`src/rtl/conv_flag_pkg.sv`:
```
package conv_flag_pkg;

  localparam int unsigned IRQ_W       = 7;
  localparam int unsigned IRQ_INJ_EOC = 0;
  localparam int unsigned IRQ_REG_EOC = 1;
  localparam int unsigned IRQ_INJ_OVR = 2;
  localparam int unsigned IRQ_REG_OVR = 3;
  localparam int unsigned IRQ_AWD     = 4;
  localparam int unsigned IRQ_CKM     = 5;
  localparam int unsigned IRQ_SCD     = 6;

  // a completion overwrites an unread result unless the read lands in the same cycle
  function automatic logic path_overrun(logic done, logic eoc, logic rd);
    return done & eoc & ~rd;
  endfunction

  // sticky bit: set wins over clear
  function automatic logic sticky_next(logic cur, logic set, logic clr);
    return set | (cur & ~clr);
  endfunction

  // clock-absent bit: forced while channel not usable
  function automatic logic ckm_next(logic cur, logic en, logic sync, logic det, logic clr);
    return (~en | ~sync) ? 1'b1 : sticky_next(cur, det, clr);
  endfunction

  // short-circuit bit: held clear while channel disabled
  function automatic logic scd_next(logic cur, logic en, logic det, logic clr);
    return en ? sticky_next(cur, det, clr) : 1'b0;
  endfunction

endpackage

```
`src/rtl/conv_path_status.sv`:
```
module conv_path_status
  import conv_flag_pkg::*;
(
  input  logic clk,
  input  logic rst_n,
  input  logic start_sw,
  input  logic start_trig,
  input  logic conv_done,
  input  logic data_rd,
  input  logic ovr_clr,
  output logic eoc,
  output logic ovr,
  output logic busy,
  output logic load_en
);

  logic eoc_q, ovr_q, busy_q;
  logic start_req, start_acc, ovr_evt;

  assign start_req = start_sw | start_trig;
  assign start_acc = start_req & ~busy_q;
  assign ovr_evt   = path_overrun(conv_done, eoc_q, data_rd);

  always_ff @(posedge clk) begin
    if (!rst_n) begin
      eoc_q  <= 1'b0;
      ovr_q  <= 1'b0;
      busy_q <= 1'b0;
    end else begin
      eoc_q  <= sticky_next(eoc_q, conv_done, data_rd);
      ovr_q  <= sticky_next(ovr_q, ovr_evt, ovr_clr);
      if (conv_done)      busy_q <= 1'b0;
      else if (start_acc) busy_q <= 1'b1;
    end
  end

  assign eoc     = eoc_q;
  assign ovr     = ovr_q;
  assign busy    = busy_q;
  assign load_en = conv_done & ~ovr_evt;

  assert_eoc_on_done_R2: assert property (@(posedge clk) disable iff (!rst_n)
    conv_done |=> eoc_q);
  assert_load_blocked_R3: assert property (@(posedge clk) disable iff (!rst_n)
    load_en |-> (!eoc_q || data_rd));
  assert_ovr_raised_R3: assert property (@(posedge clk) disable iff (!rst_n)
    (conv_done && eoc_q && !data_rd) |=> ovr_q);
  assert_ovr_sticky_R4: assert property (@(posedge clk) disable iff (!rst_n)
    (ovr_q && !ovr_clr) |=> ovr_q);
  assert_busy_hold_R5: assert property (@(posedge clk) disable iff (!rst_n)
    (busy_q && !conv_done) |=> busy_q);
  assert_busy_drop_R5: assert property (@(posedge clk) disable iff (!rst_n)
    conv_done |=> !busy_q);

endmodule

```
`src/rtl/conv_awd_summary.sv`:
```
module conv_awd_summary
  import conv_flag_pkg::*;
#(
  parameter int unsigned NCH = 8
)(
  input  logic           clk,
  input  logic           rst_n,
  input  logic [NCH-1:0] hi_set,
  input  logic [NCH-1:0] lo_set,
  input  logic [NCH-1:0] hi_clr,
  input  logic [NCH-1:0] lo_clr,
  output logic [NCH-1:0] hi_src,
  output logic [NCH-1:0] lo_src,
  output logic           awd
);

  logic [NCH-1:0] hi_q, lo_q;

  for (genvar g = 0; g < NCH; g++) begin : g_src
    always_ff @(posedge clk) begin
      if (!rst_n) begin
        hi_q[g] <= 1'b0;
        lo_q[g] <= 1'b0;
      end else begin
        hi_q[g] <= sticky_next(hi_q[g], hi_set[g], hi_clr[g]);
        lo_q[g] <= sticky_next(lo_q[g], lo_set[g], lo_clr[g]);
      end
    end
  end

  assign hi_src = hi_q;
  assign lo_src = lo_q;
  assign awd    = (|hi_q) | (|lo_q);

  assert_awd_on_event_R6: assert property (@(posedge clk) disable iff (!rst_n)
    ((|hi_set) || (|lo_set)) |=> awd);
  assert_awd_hold_R6: assert property (@(posedge clk) disable iff (!rst_n)
    (awd && !(|hi_clr) && !(|lo_clr)) |=> awd);

endmodule

```
`src/rtl/conv_chan_flags.sv`:
```
module conv_chan_flags
  import conv_flag_pkg::*;
#(
  parameter int unsigned NCH = 8
)(
  input  logic           clk,
  input  logic           rst_n,
  input  logic [NCH-1:0] chan_en,
  input  logic [NCH-1:0] chan_sync,
  input  logic [NCH-1:0] ckm_det,
  input  logic [NCH-1:0] scd_det,
  input  logic [NCH-1:0] ckm_clr,
  input  logic [NCH-1:0] scd_clr,
  output logic [NCH-1:0] ckm_flag,
  output logic [NCH-1:0] scd_flag
);

  logic [NCH-1:0] ckm_q, scd_q;

  for (genvar g = 0; g < NCH; g++) begin : g_ch
    always_ff @(posedge clk) begin
      if (!rst_n) begin
        ckm_q[g] <= 1'b0;
        scd_q[g] <= 1'b0;
      end else begin
        ckm_q[g] <= ckm_next(ckm_q[g], chan_en[g], chan_sync[g], ckm_det[g], ckm_clr[g]);
        scd_q[g] <= scd_next(scd_q[g], chan_en[g], scd_det[g], scd_clr[g]);
      end
    end

    assert_ckm_forced_R7: assert property (@(posedge clk) disable iff (!rst_n)
      (!chan_en[g] || !chan_sync[g]) |=> ckm_q[g]);
    assert_scd_held_R8: assert property (@(posedge clk) disable iff (!rst_n)
      !chan_en[g] |=> !scd_q[g]);
  end

  assign ckm_flag = ckm_q;
  assign scd_flag = scd_q;

endmodule

```
`src/rtl/conv_flag_unit.sv`:
```
module conv_flag_unit
  import conv_flag_pkg::*;
#(
  parameter int unsigned NCH = 8
)(
  input  logic             clk,
  input  logic             rst_n,
  input  logic             reg_start_sw,
  input  logic             reg_start_trig,
  input  logic             reg_done,
  input  logic             reg_data_rd,
  input  logic             clr_reg_ovr,
  input  logic             inj_start_sw,
  input  logic             inj_start_trig,
  input  logic             inj_done,
  input  logic             inj_data_rd,
  input  logic             clr_inj_ovr,
  input  logic [NCH-1:0]   awd_hi_set,
  input  logic [NCH-1:0]   awd_lo_set,
  input  logic [NCH-1:0]   clr_awd_hi,
  input  logic [NCH-1:0]   clr_awd_lo,
  input  logic [NCH-1:0]   chan_en,
  input  logic [NCH-1:0]   chan_sync,
  input  logic [NCH-1:0]   clk_miss_det,
  input  logic [NCH-1:0]   short_det,
  input  logic [NCH-1:0]   clr_clk_miss,
  input  logic [NCH-1:0]   clr_short,
  input  logic [IRQ_W-1:0] irq_en,
  output logic             reg_load_en,
  output logic             inj_load_en,
  output logic             reg_eoc,
  output logic             inj_eoc,
  output logic             reg_ovr,
  output logic             inj_ovr,
  output logic             reg_busy,
  output logic             inj_busy,
  output logic [NCH-1:0]   awd_hi_src,
  output logic [NCH-1:0]   awd_lo_src,
  output logic             awd_flag,
  output logic [NCH-1:0]   clk_miss_flag,
  output logic [NCH-1:0]   short_flag,
  output logic             irq
);

  logic [IRQ_W-1:0] flag_vec;
  logic             irq_any;
  logic             irq_q;

  conv_path_status u_reg_path (
    .clk(clk), .rst_n(rst_n),
    .start_sw(reg_start_sw), .start_trig(reg_start_trig),
    .conv_done(reg_done), .data_rd(reg_data_rd), .ovr_clr(clr_reg_ovr),
    .eoc(reg_eoc), .ovr(reg_ovr), .busy(reg_busy), .load_en(reg_load_en)
  );

  conv_path_status u_inj_path (
    .clk(clk), .rst_n(rst_n),
    .start_sw(inj_start_sw), .start_trig(inj_start_trig),
    .conv_done(inj_done), .data_rd(inj_data_rd), .ovr_clr(clr_inj_ovr),
    .eoc(inj_eoc), .ovr(inj_ovr), .busy(inj_busy), .load_en(inj_load_en)
  );

  conv_awd_summary #(.NCH(NCH)) u_awd (
    .clk(clk), .rst_n(rst_n),
    .hi_set(awd_hi_set), .lo_set(awd_lo_set),
    .hi_clr(clr_awd_hi), .lo_clr(clr_awd_lo),
    .hi_src(awd_hi_src), .lo_src(awd_lo_src), .awd(awd_flag)
  );

  conv_chan_flags #(.NCH(NCH)) u_chan (
    .clk(clk), .rst_n(rst_n),
    .chan_en(chan_en), .chan_sync(chan_sync),
    .ckm_det(clk_miss_det), .scd_det(short_det),
    .ckm_clr(clr_clk_miss), .scd_clr(clr_short),
    .ckm_flag(clk_miss_flag), .scd_flag(short_flag)
  );

  always_comb begin
    flag_vec              = '0;
    flag_vec[IRQ_INJ_EOC] = inj_eoc;
    flag_vec[IRQ_REG_EOC] = reg_eoc;
    flag_vec[IRQ_INJ_OVR] = inj_ovr;
    flag_vec[IRQ_REG_OVR] = reg_ovr;
    flag_vec[IRQ_AWD]     = awd_flag;
    flag_vec[IRQ_CKM]     = |clk_miss_flag;
    flag_vec[IRQ_SCD]     = |short_flag;
  end

  assign irq_any = |(flag_vec & irq_en);

  always_ff @(posedge clk) begin
    if (!rst_n) irq_q <= 1'b0;
    else        irq_q <= irq_any;
  end

  assign irq = irq_q;

  assert_irq_quiet_R9: assert property (@(posedge clk) disable iff (!rst_n)
    (irq_en == '0) |=> !irq);
  assert_irq_follows_R9: assert property (@(posedge clk) disable iff (!rst_n)
    (reg_eoc && irq_en[IRQ_REG_EOC]) |=> irq);
  assert_reset_clean_R1: assert property (@(posedge clk)
    !rst_n |=> (!irq && !reg_eoc && !inj_eoc && !reg_busy && !inj_busy));

endmodule

```
`config.mk`:
```
export PLATFORM = sky130hd
export DESIGN_NAME = conv_flag_unit
export DESIGN_NICKNAME = d
export VERILOG_FILES = /design/src/rtl/conv_flag_pkg.sv /design/src/rtl/conv_path_status.sv /design/src/rtl/conv_awd_summary.sv /design/src/rtl/conv_chan_flags.sv /design/src/rtl/conv_flag_unit.sv
export SDC_FILE = /design/constraint.sdc
export NUM_CORES = 1
export LEC_CHECK = 0
export ABC_AREA = 1
export CORE_AREA = 2 2 53 74
export DETAILED_ROUTE_END_ITERATION = 10
export DIE_AREA = 0 0 55 76
export DONT_BUFFER_PORTS = 1
export PLACE_DENSITY = 0.69
export SETUP_SLACK_MARGIN = 0.2
export SLEW_MARGIN = 20
export SYNTH_ARGS = -nofsm -noshare
export SYNTH_HDL_FRONTEND = slang
export SYNTH_SLANG_ARGS = --single-unit
```
`constraint.sdc`:
```
create_clock -name clk -period 1.1 [get_ports clk]
set_clock_uncertainty 0.15 [all_clocks]
set_input_delay 0.11 -clock clk [delete_from_list [all_inputs] [get_ports clk]]
set_output_delay 0.11 -clock clk [all_outputs]
set_load 0.1 [all_outputs]
```
==> results of run 1 <==
metrics by stage:
step                      cell area (sq um)  utilization [%]
after floorplan                        1850                -
after global placement                 2310             64.7
after detailed placement               2310             64.7
cell families after synthesis:
logic type | after synthesis
AO/OA/AOI/OAI | 47
flip-flops | 39
AND/OR/NAND/NOR | 82
buffers and inverters | 43
==> load_flow_metrics.sql, run 1 <==
INSERT INTO impl_metrics (metric_group, metric, value, unit) VALUES
('place', 'place_hpwl', '3380', 'um'),
('yosys', 'yosysTopAreaCell', 'sky130_fd_sc_hd__dfxtp_1', ''),
('place', 'numPlacedInstances', '296', ''),
('yosys', 'yosysSeqAreaShare', '50.2', '%'),
('yosys', 'synth_async_sr_flop_share', '0', '%'),
('floorplan', 'standard_cell_rows', '26', ''),
('yosys', 'netlist_top_cells_area', 'sky130_fd_sc_hd__dfxtp_1, sky130_fd_sc_hd__a21oi_1, sky130_fd_sc_hd__nor2_1', ''),
('yosys', 'synth_cells', '211', ''),
('run_status', 'status', 'did not finish', ''),
('clock_network', 'htree_levels', '2', ''),
('yosys', 'postSynthRegisterBits', '39', ''),
('yosys', 'synth_largest_type_area_fraction', '50.2', '%'),
('yosys', 'synth_top_family_by_area', 'simple AND/OR/NAND/NOR gates', ''),
('yosys', 'synth_top_cells_by_count', 'sky130_fd_sc_hd__nor2_1, sky130_fd_sc_hd__dfxtp_1, sky130_fd_sc_hd__inv_1', ''),
('yosys', 'post_synth_instance_area', '1560', 'sq um'),
('clock_network', 'cts_buffer_count', '5', ''),
('yosys', 'yosysWarningCount', '0', ''),
('clock_network', 'cts.sinks', '39', ''),
('place', 'port_buffers', '0', ''),
('clock_network', 'clk_root_buffer_cell', 'sky130_fd_sc_hd__clkbuf_8', ''),
('yosys', 'yosys.area_share.adder', '0', '%'),
('clock_network', 'cts_setup_buffers', '12', ''),
('yosys', 'synth_compound_gate_area_share', '16.3', '%'),
('yosys', 'most_frequent_cell_after_synthesis', 'sky130_fd_sc_hd__nor2_1', ''),
('yosys', 'post_synth_num_cell_types', '15', ''),
('yosys', 'syn_nets', '310', ''),
('floorplan', 'starting_density_of_the_core', '43.5', '%'),
('clock_network', 'post_cts_resize_count', '119', ''),
('clock_network', 'cts.path.max_buffers', '2', ''),
('yosys', 'post_synth_edffs', '0', ''),
('run_status', 'failed_stage', 'clock tree synthesis', ''),
('floorplan', 'die_height', '76', 'um'),
('yosys', 'synth.mux.area_fraction', '0', '%'),
('floorplan', 'die_width', '55', 'um'),
('yosys', 'synthSimpleGateAreaFrac', '21.1', '%'),
('floorplan', 'num_io_pins', '141', ''),
('place', 'gp_routability_congestion', '0.803', ''),
('yosys', 'ys.flop_type', 'sky130_fd_sc_hd__dfxtp_1', ''),
('run_status', 'run.stop_error', '[ERROR DPL-0038] Utilization greater than 100%, impossible to legalize', ''),
('yosys', 'post_synth_xor_area_fraction', '0', '%'),
('yosys', 'synthesis.area_per_instance', '7.38', 'sq um'),
('place', 'dp_slack', '-0.105', 'ns'),
('clock_network', 'cts_hold_buf', '90', '');
==> run 2, diff against run 1 <==
--- a/config.mk
+++ b/config.mk
@@ -6,12 +6,11 @@
 export NUM_CORES = 1
 export LEC_CHECK = 0
 export ABC_AREA = 1
-export CORE_AREA = 2 2 53 74
+export CORE_AREA = 2 2 74 76
 export DETAILED_ROUTE_END_ITERATION = 10
-export DIE_AREA = 0 0 55 76
+export DIE_AREA = 0 0 76 78
 export DONT_BUFFER_PORTS = 1
-export PLACE_DENSITY = 0.69
-export SETUP_SLACK_MARGIN = 0.2
+export PLACE_DENSITY_LB_ADDON = 0.15
 export SLEW_MARGIN = 20
 export SYNTH_ARGS = -nofsm -noshare
 export SYNTH_HDL_FRONTEND = slang
==> run 2 against run 1 <==
Effect of this change: the flow now finishes, with violations (setup timing); synthesized cell count is the same; area after synthesis did not move.
==> load_flow_metrics.sql, run 2 <==
INSERT INTO impl_metrics (metric_group, metric, value, unit) VALUES
('grt', 'first_global_vias', '2241', ''),
('grt', 'groute.layer.met1.usage', '21.7', '%'),
('clock_network', 'worst_setup_hold_path_clk_slew', '0.07', 'ns'),
('yosys', 'most_frequent_cell_after_synthesis', 'sky130_fd_sc_hd__nor2_1', ''),
('sta', 'fin_crit_sh', '131', '%'),
('route', 'vias_per_cell', '4.66', ''),
('sta', 'final_period_minus_worst_setup_slack', '1.44', 'ns'),
('layout', 'final_design_utilization', '79.1', '%'),
('yosys', 'syn_nets', '310', ''),
('place', 'dp_slack', '-0.111', 'ns'),
('sta', 'maxClockFrequency', '696', 'MHz'),
('sta', 'fin_ws', '-0.338', 'ns'),
('layout', 'post_route_cells_drive_above_1_share', '38.0', '%'),
('power', 'comb_power_share', '41.8', '%'),
('critical_path', 'path_class', 'flip-flop to primary output', ''),
('yosys', 'synth_async_sr_flop_share', '0', '%'),
('yosys', 'yosysWarningCount', '0', ''),
('power', 'netSwitchingFraction', '37.0', '%'),
('place', 'numPlacedInstances', '329', ''),
('sta', 'unrepaired_setup_endpoints_after_global_routing', 'yes', ''),
('yosys', 'postSynthRegisterBits', '39', ''),
('grt', 'global_route.peak_usage_layer', 'met2', ''),
('layout', 'layout.filler_cells', '293', ''),
('sta', 'final-setup-viol-count', '26', ''),
('clock_network', 'tritoncts', 'done', ''),
('route', 'drt_pre_antenna_iters', '4', ''),
('layout', 'mostFrequentLayoutCells', 'sky130_fd_sc_hd__dlygate4sd3_1, sky130_fd_sc_hd__buf_12, sky130_fd_sc_hd__inv_1', ''),
('place', 'gp_routability_congestion', '0.667', ''),
('route', 'drtAntennaViolNets', '0', ''),
('place', 'place_hpwl', '3280', 'um'),
('layout', 'finalNetCount', '472', ''),
('clock_network', 'htree_levels', '2', ''),
('route', 'detailroute.via_count', '2070', ''),
('yosys', 'post_synth_num_cell_types', '15', ''),
('layout', 'area_of_the_multi_input_gates', '749', 'sq um'),
('yosys', 'yosysTopAreaCell', 'sky130_fd_sc_hd__dfxtp_1', ''),
('clock_network', 'cts_buffer_count', '5', ''),
('critical_path', 'worst_ep_arrival_time', '1.18', 'ns'),
('critical_path', 'worstPathMaxFanout', '2', ''),
('power', 'share_clk_of_total_power', '21.0', '%'),
('run_status', 'status', 'complete, but fails checks', ''),
('run_status', 'violations', 'setup timing', ''),
('yosys', 'synthesis.area_per_instance', '7.38', 'sq um'),
('sta', 'final-hold-violation-count', '0', ''),
('clock_network', 'cts.path.max_buffers', '2', ''),
('layout', 'area_growth', '156', '%'),
('grt', 'grt-ovfl-total', '0', ''),
('grt', 'antenna_found_initial', '0', ''),
('power', 'power.density', '1060', 'nW/um^2'),
('clock_network', 'clock_latency_on_the_worst_skew_pair', '0.28', 'ns'),
('grt', 'globalRouteTotalUtil', '23.2', '%'),
('critical_path', 'startpoint_type', 'flip-flop', ''),
('yosys', 'synth_top_cells_by_count', 'sky130_fd_sc_hd__nor2_1, sky130_fd_sc_hd__dfxtp_1, sky130_fd_sc_hd__inv_1', ''),
('yosys', 'yosysSeqAreaShare', '50.2', '%'),
('route', 'avgRoutedWirePerCell', '16.4', 'um'),
('yosys', 'netlist_top_cells_area', 'sky130_fd_sc_hd__dfxtp_1, sky130_fd_sc_hd__a21oi_1, sky130_fd_sc_hd__nor2_1', ''),
('clock_network', 'cts.sinks', '39', ''),
('yosys', 'synth_cells', '211', ''),
('power', 'power.internal', '0.00265', 'W'),
('floorplan', 'standard_cell_rows', '26', ''),
('layout', 'instances_no_fill', '444', ''),
('sta', 'slew_headroom', '68.4', '%'),
('grt', 'grt_max_degree', '32', ''),
('grt', 'grt_first_pass_wirelength', '10900', 'um'),
('grt', 'm3_gr_usage', '9.30', '%'),
('sta', 'finalHoldWorstSlack', '0.0367', 'ns'),
('yosys', 'ys.flop_type', 'sky130_fd_sc_hd__dfxtp_1', ''),
('yosys', 'synth_largest_type_area_fraction', '50.2', '%'),
('power', 'p_sw', '0.00156', 'W'),
('floorplan', 'starting_density_of_the_core', '30.9', '%'),
('layout', 'register_area', '920', 'sq um'),
('place', 'port_buffers', '0', ''),
('grt', 'grt.met2_usage', '45.4', '%'),
('layout', 'antennaDiodeCount', '0', ''),
('floorplan', 'num_io_pins', '141', ''),
('floorplan', 'die_height', '78', 'um'),
('route', 'drc_errors', '0', ''),
('critical_path', 'worst_ep_required_time', '0.84', 'ns'),
('floorplan', 'die-area', '5930', 'sq um'),
('power', 'power_frac_seq', '37.2', '%'),
('route', 'detailedRoute.firstIterationViolations', '62', ''),
('clock_network', 'clk_root_buffer_cell', 'sky130_fd_sc_hd__clkbuf_8', ''),
('flow_run', 'max_cap_violations', '0', ''),
('sta', 'tightestPinTransition', '0.475', 'ns'),
('route', 'route.final.wire_length', '7270', 'um'),
('power', 'p_leak', '1.76', 'nW'),
('yosys', 'post_synth_instance_area', '1560', 'sq um'),
('power', 'vdd_drop_max', '0.000705', 'V'),
('floorplan', 'die_width', '76', 'um'),
('yosys', 'post_synth_edffs', '0', ''),
('sta', 'drv_slew', '0', ''),
('critical_path', 'critical_path.endpoint_type', 'primary output', ''),
('hold_path', 'worstHoldPathType', 'primary input to flip-flop', ''),
('sta', 'setup_total_negative_slack', '-2.44', 'ns'),
('floorplan', 'core_area', '5040', 'sq um'),
('layout', 'most_common_cell_after_layout_fill_and_taps_aside', 'sky130_fd_sc_hd__dlygate4sd3_1', '');
[run 2: cells by family after synthesis]
kind of cell / share of synthesized area, %
buf+inv: 12.5
flops: 50.2
compound gates: 16.3
simple gates: 21.1
[run 2: layout make-up]
| cell class | count | area share, % |
|---|---|---|
| Multi-Input combinational cell | 129 | 18.8 |
| Clock inverter | 2 | 0.188 |
| Clock buffer | 6 | 1.82 |
| Timing Repair Buffer | 159 | 50.2 |
| Tap cell | 70 | 2.20 |
| Inverter | 39 | 3.73 |
| Sequential cell | 39 | 23.1 |
[run 2: power by group through the flow]
stage	sequential, W	combinational, W	clock, W
after global placement	0.00154	0.00110	0
after CTS	0.00155	0.00159	0.000915
after global routing	0.00157	0.00183	0.000973
after floorplan	0.00218	0.000243	0
after detailed placement	0.00155	0.00110	0
final	0.00157	0.00176	0.000885
[run 2: worst max-delay path, stage by stage, from the launching register on]
cell	delay, ns
sky130_fd_sc_hd__dfxtp_4	0.35
sky130_fd_sc_hd__nor2_2	0.13
sky130_fd_sc_hd__nand2_2	0.08
sky130_fd_sc_hd__nor2_4	0.18
sky130_fd_sc_hd__nand2_8	0.16
[run 2: worst paths after layout]
kind / from / end / slack (ns) / cells past startpoint
max: u_awd.lo_src[5] / awd_flag / -0.34 / 4
min: inj_done / u_inj_path.busy / 0.04 / 2
min reg2reg: u_chan.scd_flag[4] / u_chan.scd_flag[4] / 0.39 / 2
max reg2reg: u_awd.lo_src[5] / irq / -0.24 / 7
[run 2: routing by layer]
metal | part of all wire, % | vias to the layer above
met5 | 0 | -
met4 | 2.6 | 0
met3 | 9.6 | 22
met2 | 53 | 123
met1 | 35 | 932
li1 | - | 993
[run 2: repair_timing]
action | 4_1_cts | 5_1_grt
setup buffers | 4 | 11
endpoints found under the hold margin | 39 | 0
hold buffers | 94 | 0
resized for setup | 111 | 54
endpoints found under the setup margin | 42 | 76
pin swaps | 7 | 14
[run 2: per-stage QoR]
step                power [W]  cell area, sq um
global placement      0.00265              2210
global route          0.00438              3990
floorplan             0.00242              1730
finish                0.00421              3990
CTS                   0.00405              3700
detailed placement    0.00265              2210
No activity file was read; power rests on OpenSTA's default activity.
